**src/rtl/xdw_pkg.sv**
```systemverilog
package xdw_pkg;

    typedef enum logic [1:0] {
        ST_IDLE   = 2'd0,
        ST_ACCESS = 2'd1,
        ST_DONE   = 2'd2
    } xdw_state_e;

    localparam logic [7:0] XDW_EMPTY_BYTE = 8'hFF;

endpackage

```
**src/rtl/xdw_addr_former.sv**
```systemverilog
module xdw_addr_former #(
    parameter int unsigned BW = 8,
    localparam int unsigned AW = 2 * BW
) (
    input  logic          indirect,
    input  logic [AW-1:0] ptr,
    input  logic [BW-1:0] lo,
    input  logic [BW-1:0] hi,
    output logic [AW-1:0] addr
);

    always_comb begin
        if (indirect) begin
            addr = {hi, lo};
        end else begin
            addr = ptr;
        end
    end

endmodule

```
**src/rtl/xdw_region_decode.sv**
```systemverilog
module xdw_region_decode #(
    parameter int unsigned NREG   = 3,
    parameter int unsigned AW     = 16,
    parameter int unsigned OFS_W  = 11,
    parameter int unsigned WAIT_W = 4,
    parameter logic [NREG-1:0][AW-1:0]     BASE       = {16'h2000, 16'h1000, 16'h0000},
    parameter logic [NREG-1:0][4:0]        SPAN_LOG2  = {5'd8, 5'd9, 5'd11},
    parameter logic [NREG-1:0][WAIT_W-1:0] FIXED_WAIT = {4'd0, 4'd6, 4'd0}
) (
    input  logic [AW-1:0]     addr,
    output logic [NREG-1:0]   hit,
    output logic [OFS_W-1:0]  offset,
    output logic [WAIT_W-1:0] fixed_wait
);

    logic [NREG-1:0][OFS_W-1:0] ofs_each;

    for (genvar g = 0; g < NREG; g++) begin : g_win
        localparam logic [AW-1:0] LOW_MASK = (AW'(1) << SPAN_LOG2[g]) - AW'(1);
        assign hit[g]      = ((addr & ~LOW_MASK) == (BASE[g] & ~LOW_MASK));
        assign ofs_each[g] = OFS_W'(addr & LOW_MASK);
    end

    always_comb begin
        offset     = '0;
        fixed_wait = '0;
        for (int i = 0; i < NREG; i++) begin
            if (hit[i]) begin
                offset     = offset | ofs_each[i];
                fixed_wait = fixed_wait | FIXED_WAIT[i];
            end
        end
    end

endmodule

```
**src/rtl/xdw_hold_timer.sv**
```systemverilog
module xdw_hold_timer #(
    parameter int unsigned CNT_W = 4
) (
    input  logic             clk,
    input  logic             rst_n,
    input  logic             load,
    input  logic [CNT_W-1:0] load_val,
    input  logic             run,
    output logic             last
);

    logic [CNT_W-1:0] cnt;

    always_ff @(posedge clk or negedge rst_n) begin
        if (!rst_n) begin
            cnt <= '0;
        end else if (load) begin
            cnt <= load_val;
        end else if (run && (cnt != '0)) begin
            cnt <= cnt - CNT_W'(1);
        end
    end

    assign last = (cnt == '0);

    AST_COUNT_STEP: assert property (@(posedge clk) disable iff (!rst_n)
        (run && !load && !last) |=> (cnt == $past(cnt) - CNT_W'(1)));

    AST_LOAD_TAKEN: assert property (@(posedge clk) disable iff (!rst_n)
        load |=> (last == ($past(load_val) == '0)));

endmodule

```
**src/rtl/xdata_stretch_ctrl.sv**
```systemverilog
module xdata_stretch_ctrl
    import xdw_pkg::*;
#(
    parameter int unsigned NREG      = 3,
    parameter int unsigned BW        = 8,
    parameter int unsigned OFS_W     = 11,
    parameter int unsigned STRETCH_W = 3,
    parameter int unsigned WAIT_W    = 4,
    localparam int unsigned AW       = 2 * BW,
    localparam int unsigned CNT_W    = (STRETCH_W > WAIT_W) ? STRETCH_W : WAIT_W,
    parameter logic [NREG-1:0][AW-1:0]     REGION_BASE = {16'h2000, 16'h1000, 16'h0000},
    parameter logic [NREG-1:0][4:0]        REGION_LOG2 = {5'd8, 5'd9, 5'd11},
    parameter logic [NREG-1:0][WAIT_W-1:0] REGION_WAIT = {4'd0, 4'd6, 4'd0}
) (
    input  logic                 clk,
    input  logic                 rst_n,
    input  logic                 req_valid,
    input  logic                 req_write,
    input  logic                 req_indirect,
    input  logic [AW-1:0]        req_ptr,
    input  logic [BW-1:0]        req_lo,
    input  logic [BW-1:0]        page_hi,
    input  logic [BW-1:0]        req_wdata,
    input  logic [STRETCH_W-1:0] stretch_sel,
    output logic                 core_wait,
    output logic                 rd_valid,
    output logic [BW-1:0]        rd_data,
    output logic [NREG-1:0]      mem_sel,
    output logic [OFS_W-1:0]     mem_addr,
    output logic                 mem_we,
    output logic [BW-1:0]        mem_wdata,
    input  logic [NREG*BW-1:0]   mem_rdata
);

    xdw_state_e state, state_nx;

    logic [AW-1:0]     full_addr;
    logic [NREG-1:0]   win_hit;
    logic [OFS_W-1:0]  win_ofs;
    logic [WAIT_W-1:0] win_wait;
    logic [CNT_W-1:0]  hold_val;
    logic              accept;
    logic              hold_last;

    logic              wr_q;
    logic [NREG-1:0]   sel_q;
    logic [BW-1:0]     rd_pick;

    xdw_addr_former #(.BW(BW)) u_form (
        .indirect (req_indirect),
        .ptr      (req_ptr),
        .lo       (req_lo),
        .hi       (page_hi),
        .addr     (full_addr)
    );

    xdw_region_decode #(
        .NREG       (NREG),
        .AW         (AW),
        .OFS_W      (OFS_W),
        .WAIT_W     (WAIT_W),
        .BASE       (REGION_BASE),
        .SPAN_LOG2  (REGION_LOG2),
        .FIXED_WAIT (REGION_WAIT)
    ) u_dec (
        .addr       (full_addr),
        .hit        (win_hit),
        .offset     (win_ofs),
        .fixed_wait (win_wait)
    );

    // hold length beyond the base cycle: larger of stretch and fixed wait
    always_comb begin
        if (CNT_W'(stretch_sel) > CNT_W'(win_wait)) begin
            hold_val = CNT_W'(stretch_sel);
        end else begin
            hold_val = CNT_W'(win_wait);
        end
    end

    assign accept = (state == ST_IDLE) && req_valid;

    xdw_hold_timer #(.CNT_W(CNT_W)) u_timer (
        .clk      (clk),
        .rst_n    (rst_n),
        .load     (accept),
        .load_val (hold_val),
        .run      (state == ST_ACCESS),
        .last     (hold_last)
    );

    // state register
    always_ff @(posedge clk or negedge rst_n) begin
        if (!rst_n) begin
            state <= ST_IDLE;
        end else begin
            state <= state_nx;
        end
    end

    always_comb begin
        state_nx = state;
        unique case (state)
            ST_IDLE:   if (req_valid) state_nx = ST_ACCESS;   // ACCEPT
            ST_ACCESS: if (hold_last) state_nx = ST_DONE;     // RELEASE (else STRETCH)
            ST_DONE:   state_nx = ST_IDLE;                     // RETIRE
            default:   state_nx = ST_IDLE;
        endcase
    end

    // request capture
    always_ff @(posedge clk or negedge rst_n) begin
        if (!rst_n) begin
            wr_q      <= 1'b0;
            sel_q     <= '0;
            mem_addr  <= '0;
            mem_wdata <= '0;
        end else if (accept) begin
            wr_q      <= req_write;
            sel_q     <= win_hit;
            mem_addr  <= win_ofs;
            mem_wdata <= req_wdata;
        end
    end

    // read data selection, empty byte when nothing is selected
    always_comb begin
        rd_pick = XDW_EMPTY_BYTE;
        for (int i = 0; i < NREG; i++) begin
            if (sel_q[i]) begin
                rd_pick = mem_rdata[i*BW +: BW];
            end
        end
    end

    always_ff @(posedge clk or negedge rst_n) begin
        if (!rst_n) begin
            rd_data <= '0;
        end else if ((state == ST_ACCESS) && hold_last && !wr_q) begin
            rd_data <= rd_pick;
        end
    end

    // outputs
    always_comb begin
        core_wait = 1'b0;
        mem_sel   = '0;
        mem_we    = 1'b0;
        rd_valid  = 1'b0;
        unique case (state)
            ST_IDLE: begin
            end
            ST_ACCESS: begin
                core_wait = 1'b1;
                mem_sel   = sel_q;
                mem_we    = wr_q && hold_last && (sel_q != '0);
            end
            ST_DONE: begin
                rd_valid = !wr_q;
            end
            default: begin
            end
        endcase
    end

    AST_ONE_SELECT: assert property (@(posedge clk) disable iff (!rst_n)
        $onehot0(mem_sel));

    AST_SEL_NEEDS_WAIT: assert property (@(posedge clk) disable iff (!rst_n)
        (mem_sel != '0) |-> core_wait);

    AST_SEL_HELD: assert property (@(posedge clk) disable iff (!rst_n)
        (core_wait && $past(core_wait)) |-> $stable(mem_sel));

    AST_WE_PULSE: assert property (@(posedge clk) disable iff (!rst_n)
        mem_we |=> !mem_we);

    AST_WE_AT_END: assert property (@(posedge clk) disable iff (!rst_n)
        mem_we |=> !core_wait);

    AST_WE_SELECTED: assert property (@(posedge clk) disable iff (!rst_n)
        mem_we |-> $onehot(mem_sel));

    AST_RDV_AFTER_WAIT: assert property (@(posedge clk) disable iff (!rst_n)
        rd_valid |-> ($past(core_wait) && !core_wait));

    AST_UNMAPPED_FF: assert property (@(posedge clk) disable iff (!rst_n)
        (rd_valid && ($past(mem_sel) == '0)) |-> (rd_data == 8'hFF));

endmodule

```
**config.mk**
```make
export PLATFORM = sky130hd
export DESIGN_NAME = xdata_stretch_ctrl
export DESIGN_NICKNAME = d
export VERILOG_FILES = /design/src/rtl/xdw_pkg.sv /design/src/rtl/xdw_addr_former.sv /design/src/rtl/xdw_region_decode.sv /design/src/rtl/xdw_hold_timer.sv /design/src/rtl/xdata_stretch_ctrl.sv
export SDC_FILE = /design/constraint.sdc
export NUM_CORES = 1
export LEC_CHECK = 0
export CORE_UTILIZATION = 36
export DETAILED_ROUTE_END_ITERATION = 8
export DONT_BUFFER_PORTS = 1
export GPL_TIMING_DRIVEN = 0
export SETUP_SLACK_MARGIN = 0.3
export SLEW_MARGIN = 40
export SYNTH_ARGS = -nofsm -noshare
export SYNTH_HDL_FRONTEND = slang
export SYNTH_SLANG_ARGS = --single-unit
```
**constraint.sdc**
```tcl
create_clock -name clk -period 2.3 [get_ports clk]
set_input_delay 0.46 -clock clk [delete_from_list [all_inputs] [get_ports clk]]
set_output_delay 0.46 -clock clk [all_outputs]
set_load 0.02 [all_outputs]
```
* Word-level counts from Yosys, hierarchy flattened *
Cells that the tools add are included.

storage, ports and cells
  output and inout bits = 33
  flip-flop bits (word level) = 37
  logic and storage cells = 49

cells by class
  bitwise operators = 2
  muxes and demuxes = 18
  equal/unequal tests = 6
  add/sub/neg operators = 1
  reduce and logical (&&, ||, !) cells = 14
  order comparisons = 1

operators with widths
  cell                 number
  $mux 11              3
  $mux 8               3
  $logic_not 16->1     1
  $mux 16              1
  $mux 4               3
  $or 11x8->11         1
  $or 11x9->11         1
  $eq 8x6->1 const B   1
  $eq 7x4->1 const B   1
  $logic_and 1x1->1    6
  $mux 3               2
  $gt 3x4->1           1
  $logic_not 4->1      1
  $mux 2               2
  $ne 2x2->1 const B   2
  $pmux 2 s2           1
  $reduce_bool 4->1    1
  $sub 4x1->4 const B  1
  $mux 1               3
  $reduce_bool 3->1    1
  $eq 2x1->1 const B   1
  $eq 2x2->1 const B   1
  $logic_not 2->1      1
  $reduce_and 2->1     1
  other kinds (2)      2

* Depth between registers and ports, before layout *
Gate-level depths: netlist of the first run.

  depth after elaboration = 7
  depth in mapped cells = 10

* Cells and area by module *
Synthesis of the first run repeated with hierarchy kept, for this count alone.

second synthesis, totals
  cells, all modules = 211
  area, all modules = 2298.5 um2

modules (own cells, without submodules)
  module              cells each  area each (um2)  sequential area each (um2)  times used
  xdata_stretch_ctrl  137         1587.8           825.8                       1
  xdw_hold_timer      27          270.3            100.1                       1
  xdw_addr_former     18          249.0            0.0                         1
  xdw_region_decode   29          191.4            0.0                         1

* Worst setup path before layout of the first run *
No wires, ideal clock.

  path kind = input port to flip-flop
  start point = in req_indirect
  end point = reg u_timer.cnt[1]
  path buffers = 1
  path slack = -0.026 ns
  data arrival time = 2.222 ns
  stages on the path = 9
  setup time = 0.103 ns
  path through = buf_6 mux2_2 o21ba_2 nand2_1 ha_1 nor2b_1 o22a_1 a211oi_1 o41ai_2

between the ends
  cells in the longest elaborated chain, start to end = 6

RTL lines
  what                    line                      text
  start: declaration      xdata_stretch_ctrl.sv:19  input logic req_indirect,
  $mux 16 (*)             xdw_addr_former.sv:13     if (indirect) begin
  $eq 7x4->1 (*)          xdw_region_decode.sv:20   assign hit[g] = ((addr & ~LOW_MASK) == (BASE[g] & ~LOW_MASK));
  $mux 3 (*)              xdw_region_decode.sv:28   if (hit[i]) begin
  $gt 3x4->1              xdata_stretch_ctrl.sv:74  if (CNT_W'(stretch_sel) > CNT_W'(win_wait)) begin
  $mux 4 (*)              xdata_stretch_ctrl.sv:74
  $mux 4 (*)              xdw_hold_timer.sv:17      end else if (load) begin
  end signal: assignment  xdw_hold_timer.sv:18      cnt <= load_val;
  end signal: assignment  xdw_hold_timer.sv:20      cnt <= cnt - CNT_W'(1);
  end: declaration        xdw_hold_timer.sv:12      logic [CNT_W-1:0] cnt;

Mark *: on every way between the ends. The rest lies on a longest branch, timed or not.
A chain may end at the register's enable or synchronous reset.

* Final worst setup path of the first run *
  start point = reg u_timer.cnt[0]
  end point = out mem_we

between the ends
  cells in the longest elaborated chain, start to end = 4

RTL lines
  what                             line                       text
  $logic_not 4->1                  xdw_hold_timer.sv:24       assign last = (cnt == '0);
  $logic_and 1x1->1 (2 in series)  xdata_stretch_ctrl.sv:156  mem_we = wr_q && hold_last && (sel_q != '0);
  $mux 1                           xdata_stretch_ctrl.sv:150  unique case (state)
  end: declaration                 xdata_stretch_ctrl.sv:30   output logic mem_we,

Every way passes these cells.

==> metrics.csv, run 1 <==
stage;metric;value;unit
status;status;completed;
yosys;syn_nets;288;
die;core;5170;µm²
cells_and_area;nFillCells;511;
timing;skew;0.00548;ns
die;ios;105;
drt;routed_wl;4.56;mm
cells_and_area;layout_common_cells;nand2_1 (57), dfrtp_1 (37), mux2i_1 (11);
timing;period_minus_slack;2.00;ns
run;cap_viol_max_count;0;
yosys;synth_top_area_share;47.2;%
cells_and_area;area_growth;20.5;%
die;start_util;37.9;%
clock_network;cts_root_buf;clkbuf_8;
drt;initialDrtViolationCount;31;
critical_path;worstReg2RegStart;u_timer.cnt[0];
critical_path;rrSetupSlack;0.39;ns
drt;drt_first_pass_iters;4;
global_route;grt_overflow;0;
timing;fmax;0.499;GHz
clock_network;insertion_delay;0.28;ns
cells_and_area;multi_input_area;1080;µm²
timing;finalMaxSlewViolations;0;
die;chipHeight;75.8;µm
timing;hold_violations;0;
cells_and_area;final_nets;300;
timing;period_share;87.2;%
yosys;yosysTopAreaCell;dfrtp_1;
hold_path;hold_path.class;input pin to asynchronous set/reset pin;
critical_path;crit_type;register to output pin;
place;gp_congestion;0.765;
timing;slew_headroom;50.4;%
critical_path;required;1.84;ns
power_and_ir_drop;peakVddDrop;0.000410;V
place;placed_area;2120;µm²
critical_path;rr_worst_depth;8;
critical_path;crit_fanout;4;
critical_path;timing.rr.end;rd_data[7];
critical_path;crit_path_start_kind;register;
global_route;track_usage;16.0;%
yosys;synth_area_leaders;dfrtp_1 (47%), nand2_1 (11%), mux2i_1 (6.1%);
die;dieArea;5750;µm²
global_route;antenna_found_initial;0;
drt;post_drt_wl_per_cell;15.4;µm
drt;vias;1604;
power_and_ir_drop;leakage;0.997;nW
clock_network;cts.reportedPaths.clkPinSlew;0.08;ns
drt;final_antenna_net_count;0;
clock_network;cts_sinks;37;
global_route;grt_pass1_wl;6.76;mm
timing;setup_violations;0;
clock_network;cts_tree;built;
critical_path;worstPathArrival;1.54;ns
cells_and_area;antennaDiodeCount;0;
global_route;grt_max_degree;38;
clock_network;numCtsBuffers;5;
drt;viasPerCell;5.42;
place;hpwl;3.30;mm
yosys;synth_edf_count;0;
yosys;synthArstFlopShare;100;%
place;port_buffers;0;
cells_and_area;mostFrequentLayoutCell;nand2_1;
power_and_ir_drop;cellPowerDensity;1110;nW/µm²
critical_path;end_kind;output pin;
place;dp_cells;283;
cells_and_area;layout-drive-gt1-share;17.7;%
cells_and_area;fin_cells;296;
clock_network;clockBufferDepth;2;
yosys;synth_flop_cell;dfrtp_1;
yosys;synth_cell_types;38;
yosys;yosysWarnings;0;
die;rows;26;
yosys;ys_seq_area_share;47.2;%
timing;rsz0062_at_grt;yes;
cells_and_area;postLayoutCellArea;2360;µm²
yosys;synth_cells;213;
timing;final.setup.tns;0;ns
yosys;syn_avg_cell_area;9.20;µm²
cells_and_area;seq_area;926;µm²
yosys;netlist_area;1960;µm²
timing;worst_pin_slew;0.742;ns
die;die_width;75.8;µm
clock_network;h-tree-depth;2;
drt;drc_errors;0;
global_route;grt_pass1_vias;1421;
yosys;ys_ff_latch;37;
state kept, by name, summed over array words and instances, names as in the netlist:
name         cells
mem_addr        11
mem_wdata        8
rd_data          8
sel_q            3
state            2
u_timer.cnt      4
wr_q             1
through the flow:
step           utilization [%]  power [mW]  worst slack (ns)  hold WS [ns]
3_3_place_gp              41.0        1.83            0.0342         0.165
6_report                  45.7        2.61             0.295       0.00797
3_5_place_dp              41.0        1.84            0.0183         0.165
4_1_cts                   44.1        2.53             0.194       0.00809
5_1_grt                   45.7        2.81             0.220       0.00374
2_1_floorplan                -        1.69             0.129         0.164
cell type report:
cell class              count  area share, %
multi-input cells         160           45.9
flip-flops and latches     37           39.2
well taps                  70           3.71
clock buffers               5           2.91
clock inverters             3           2.75
plain buffers              10           2.44
repair buffers              5           2.12
inverters                   6          0.953
how the worst max path moves through the flow:
stage | depth (start not counted) | to | slack [ns] | start
after floorplan | 9 | u_timer.cnt[1] | 0.13 | req_indirect
after global placement | 9 | u_timer.cnt[1] | 0.03 | req_indirect
after detailed placement | 9 | u_timer.cnt[1] | 0.02 | req_indirect
after CTS | 7 | rd_data[7] | 0.19 | u_timer.cnt[0]
after global routing | 5 | mem_we | 0.22 | u_timer.cnt[0]
final | 5 | mem_we | 0.30 | u_timer.cnt[0]
Yosys cell counts (2+ instances only):
library cell	number
nand2_1	58
dfrtp_1	37
mux2i_1	12
o22ai_1	9
clkbuf_1	8
nor2_1	8
o211ai_1	8
o21ai_1	8
o21a_1	7
inv_1	6
nor3_1	6
a21oi_1	4
nor2b_1	4
nor3b_1	4
and2_1	3
ha_1	3
o21ai_0	3
mux2_2	2
nand3_1	2
o21ba_2	2
o31ai_1	2
metal layers:
layer	global-route usage, %	share of wire (%)	routed length [µm]
met5	0	0	0
met1	20.1	43	1950
met4	3.70	0.37	17
met3	7.01	9.2	420
met2	25.4	48	2180
worst max-delay path: stages, from the launching register on:
cell and delay, ns:
dfrtp_1 0.41, inv_2 0.07, ha_4 0.14, nand3b_1 0.13, nor3_2 0.24, o311a_4 0.27
where the power goes:
group / switching, mW / total, mW / internal [mW] / leakage, nW
clock: 0.224 / 0.654 / 0.431 / 0.0681
combinational: 0.391 / 0.729 / 0.339 / 0.476
sequential: 0.372 / 1.23 / 0.855 / 0.454
total: 0.986 / 2.61 / 1.62 / 0.997
cells by family after synthesis:
family / Yosys count / share of synthesized area, %
AND/OR/NAND/NOR: 92 / 21.7
multiplexers: 14 / 7.28
adder cells (fa/ha/maj): 3 / 1.91
AO/OA/AOI/OAI: 51 / 18.4
buffers and inverters: 16 / 3.51
flip-flops: 37 / 47.2
repair_timing:
item | CTS | global route
endpoints found under the hold margin | 37 | 0
gates resized for setup | 3 | 9
buffers inserted | 0 | 4
hold buffers | 1 | 0
pin swaps | 1 | 3
endpoints found under the setup margin | 6 | 13
cloned | 0 | 0
Note: power is estimated with default switching activity, not from simulation.
==> run 2: changes to the inputs <==
Settings changed: ABC_AREA set to 1, PLACE_DENSITY_LB_ADDON set to 0.25.
==> run 2 against run 1 <==
Worst hold slack improved by 0.0026 ns. Maximum frequency grew 5.0%. Sequential share of layout area is 0.19 points lower. Flip-flop and latch count unchanged. Synthesized cell count is 35% higher. Sequential power is essentially flat. Global-route usage up 0.53 points. Non-clock buffer count shrank 4.
==> metrics.csv, run 2 <==
stage;metric;value;unit;change
critical_path;crit_family;flip-flops;;
yosys;yosysWarnings;0;;unchanged
clock_network;cts_sinks;37;;unchanged
critical_path;crit_buf_inv;1;;unchanged
critical_path;crit_fanout;4;;unchanged
cells_and_area;layout-drive-gt1-share;12.5;%;-5.2 points
yosys;ys_ff_latch;37;;unchanged
global_route;grt.met2_usage;27.3;%;+1.9 points
place;preCtsSetupSlack;0.0980;ns;+0.0797 ns
critical_path;crit_path_max_incr_delay;0.39;ns;-0.02 ns
critical_path;rr_worst_depth;7;;-1
global_route;grt_overflow;0;;unchanged
place;placed_area;2210;µm²;+4.4%
yosys;syn_nets;362;;+26%
drt;vias;1811;;+13%
die;rows;27;;+3.8%
cells_and_area;final_nets;370;;+23%
cells_and_area;area_growth;13.1;%;
die;start_util;37.7;%;-0.24 points
cells_and_area;postLayoutCellArea;2370;µm²;+0.48%
timing;setup_violations;0;;unchanged
status;status;completed;;
power_and_ir_drop;p_clk_share;18.9;%;-6.2 points
cells_and_area;regMostFlops;mem_addr;;
timing;worst_pin_slew;0.642;ns;-0.100 ns
drt;final_antenna_net_count;0;;unchanged
drt;drc_errors;0;;unchanged
timing;rsz0062_at_grt;yes;;
yosys;synthArstFlopShare;100;%;unchanged
timing;hold_violations;0;;unchanged
yosys;netlist_area;2100;µm²;+7.1%
critical_path;timing.rr.end;rd_data[7];;
yosys;syn_avg_cell_area;7.32;µm²;-21%
timing;period_minus_slack;1.91;ns;-0.0952 ns
drt;initialDrtViolationCount;66;;+110%
place;port_buffers;0;;unchanged
drt;post_drt_wl_per_cell;13.0;µm;-16%
power_and_ir_drop;switching_share;43.1;%;+5.3 points
yosys;synth_edf_count;0;;unchanged
clock_network;cts_root_buf;clkbuf_8;;
clock_network;cts_tree;built;;
timing;skew;0.00306;ns;-0.00242 ns
timing;final.setup.tns;0;ns;unchanged
timing;fmax;0.524;GHz;+5.0%
global_route;grt_max_degree;38;;unchanged
global_route;grt-busiest-layer;met2;;
yosys;synth_cells;287;;+35%
place;dp_cells;359;;+27%
cells_and_area;fin_cells;367;;+24%
drt;drt_first_pass_iters;4;;unchanged
global_route;grt_pass1_vias;1708;;+20%
critical_path;crit_path_start_kind;register;;
timing;final.setup.worst_slack;0.390;ns;+0.0952 ns
critical_path;end_kind;output pin;;
global_route;track_usage;16.5;%;+0.53 points
clock_network;clockBufferDepth;2;;unchanged
die;die_width;78.4;µm;+3.4%
yosys;synth_flop_cell;dfrtp_1;;
die;dieArea;6140;µm²;+6.9%
clock_network;post_cts_buffers;0;;unchanged
clock_network;insertion_delay;0.28;ns;about the same
yosys;synth_cell_types;29;;-24%
cells_and_area;reg_top3;mem_addr x11, mem_wdata x8, rd_data x8;;
critical_path;crit_chain;inv_1, ha_4, nand2_2, nor2_4, nand2_1, a31oi_4;;
clock_network;h-tree-depth;2;;unchanged
critical_path;worstReg2RegStart;u_timer.cnt[1];;
die;chipHeight;78.4;µm;+3.4%
clock_network;numCtsBuffers;5;;unchanged
critical_path;required;1.84;ns;about the same
hold_path;hold_path.class;input pin to asynchronous set/reset pin;;
power_and_ir_drop;peakVddDrop;0.000446;V;+8.7%
yosys;synth_top_area_share;44.1;%;-3.1 points
place;gp_congestion;0.715;;-6.6%
timing;period_share;83.0;%;-4.1 points
clock_network;cts.reportedPaths.clkPinSlew;0.07;ns;about the same
global_route;grt_pass1_wl;7.94;mm;+18%
timing;finalMaxSlewViolations;0;;unchanged
place;hpwl;3.60;mm;+9.0%
global_route;use_met3;4.53;%;-2.5 points
power_and_ir_drop;leakage;1.21;nW;+21%
global_route;antenna_found_initial;0;;unchanged
timing;slew_headroom;56.9;%;+6.4 points
cells_and_area;antennaDiodeCount;0;;unchanged
power_and_ir_drop;p_int;1.37;mW;-16%
critical_path;worstPathArrival;1.45;ns;-0.09 ns
critical_path;crit_type;register to output pin;;
drt;viasPerCell;4.93;;-8.9%
critical_path;cp_slowest_cell;dfrtp_1;;
yosys;ys_seq_area_share;44.1;%;-3.1 points
global_route;grt_util_met1;21.1;%;+1.0 points
cells_and_area;largest_reg_flops;11;;unchanged
power_and_ir_drop;cellPowerDensity;1010;nW/µm²;-8.5%
die;core;5570;µm²;+7.8%
run;cap_viol_max_count;0;;unchanged
yosys;synth_most_common_cell;nand2_1;;
yosys;yosysTopAreaCell;dfrtp_1;;
critical_path;rrSetupSlack;0.82;ns;+0.43 ns
cells_and_area;layout_common_cells;nand2_1 (121), dfrtp_1 (37), inv_1 (31), o21ai_0 (15);;
power_and_ir_drop;p_sw;1.04;mW;+5.0%
cells_and_area;mostFrequentLayoutCell;nand2_1;;
power_and_ir_drop;p_comb_share;31.2;%;+3.3 points
drt;routed_wl;4.76;mm;+4.2%
yosys;ys_top_cells_by_count;nand2_1 (123), dfrtp_1 (37), inv_1 (33), o21ai_0 (16), nor2_1 (12);;
die;ios;105;;unchanged
yosys;synth_area_leaders;dfrtp_1 (44%), nand2_1 (22%), inv_1 (5.9%);;
power_and_ir_drop;pwr-share-seq;49.9;%;+2.9 points
==> run 2: how the worst max path moves through the flow <==
stage                         from              to  slack, ns  depth (start not counted)
global route        u_timer.cnt[1]          mem_we       0.28                          6
global placement      req_indirect  u_timer.cnt[1]       0.10                         16
finish              u_timer.cnt[1]          mem_we       0.39                          6
CTS                 u_timer.cnt[0]          mem_we       0.30                          6
floorplan             req_indirect  u_timer.cnt[1]       0.31                         16
detailed placement    req_indirect  u_timer.cnt[1]        0.1                         16
==> run 2: layout make-up <==
| type | count | area, µm² |
|---|---|---|
| buffer | 10 | 73.8 |
| multi-input combinational | 204 | 1040 |
| tap | 72 | 90.1 |
| inverter | 36 | 140 |
| fill | 595 | 3200 |
| clock buffer | 7 | 86.3 |
| sequential | 37 | 926 |
| timing repair buffer | 1 | 20.0 |
==> run 2: layer usage <==
metal  vias up  part of all wire [%]
li1        921                     -
met1       824                    44
met2        60                    49
met3         6                   6.3
met4         0                  0.99
met5         -                     0
==> run 2: worst register-to-register path: cells and delay by family (launching register included) <==
family	cells	cell delay, ns
DFF	1	0.39
adders and majority gates	1	0.15
and+or+nand+nor	2	0.39
AOI/OAI and AO/OA	2	0.17
buffers and inverters	2	0.29
==> run 2: power by group through the flow <==
stage	Clock, mW	Sequential (mW)	Combinational (mW)
after floorplan	0	1.17	0.565
after global placement	0	1.21	0.682
after CTS	0.474	1.20	0.732
after detailed placement	0	1.21	0.697
after global routing	0.499	1.23	0.877
final	0.454	1.20	0.749
==> run 2: repair_timing <==
item | 4_1_cts | 5_1_grt
gates resized for setup | 6 | 8
pin swaps | 0 | 1
setup endpoints to repair | 2 | 4
hold buffers | 1 | 0
endpoints found under the hold margin | 37 | 0
==> run 2: logic make-up (layout without fill, tap and decap cells) <==
family | after synthesis | after routing | synth area share [%]
AO/OA/AOI/OAI | 46 | 46 | 12.7
XOR/XNOR | 2 | 2 | 0.834
adder cells (fa/ha/maj) | 3 | 3 | 1.79
buffers and inverters | 46 | 54 | 10.1
flip-flops | 37 | 37 | 44.1
AND/OR/NAND/NOR | 153 | 153 | 30.5
==> run 2: per-stage QoR <==
stage	hold slack (ns)	util [%]	total power, mW
3_5_place_dp	0.166	39.7	1.91
2_1_floorplan	0.164	-	1.74
5_1_grt	0.0121	42.6	2.60
3_3_place_gp	0.166	39.7	1.89
6_report	0.0106	42.6	2.40
4_1_cts	0.00686	42.0	2.41
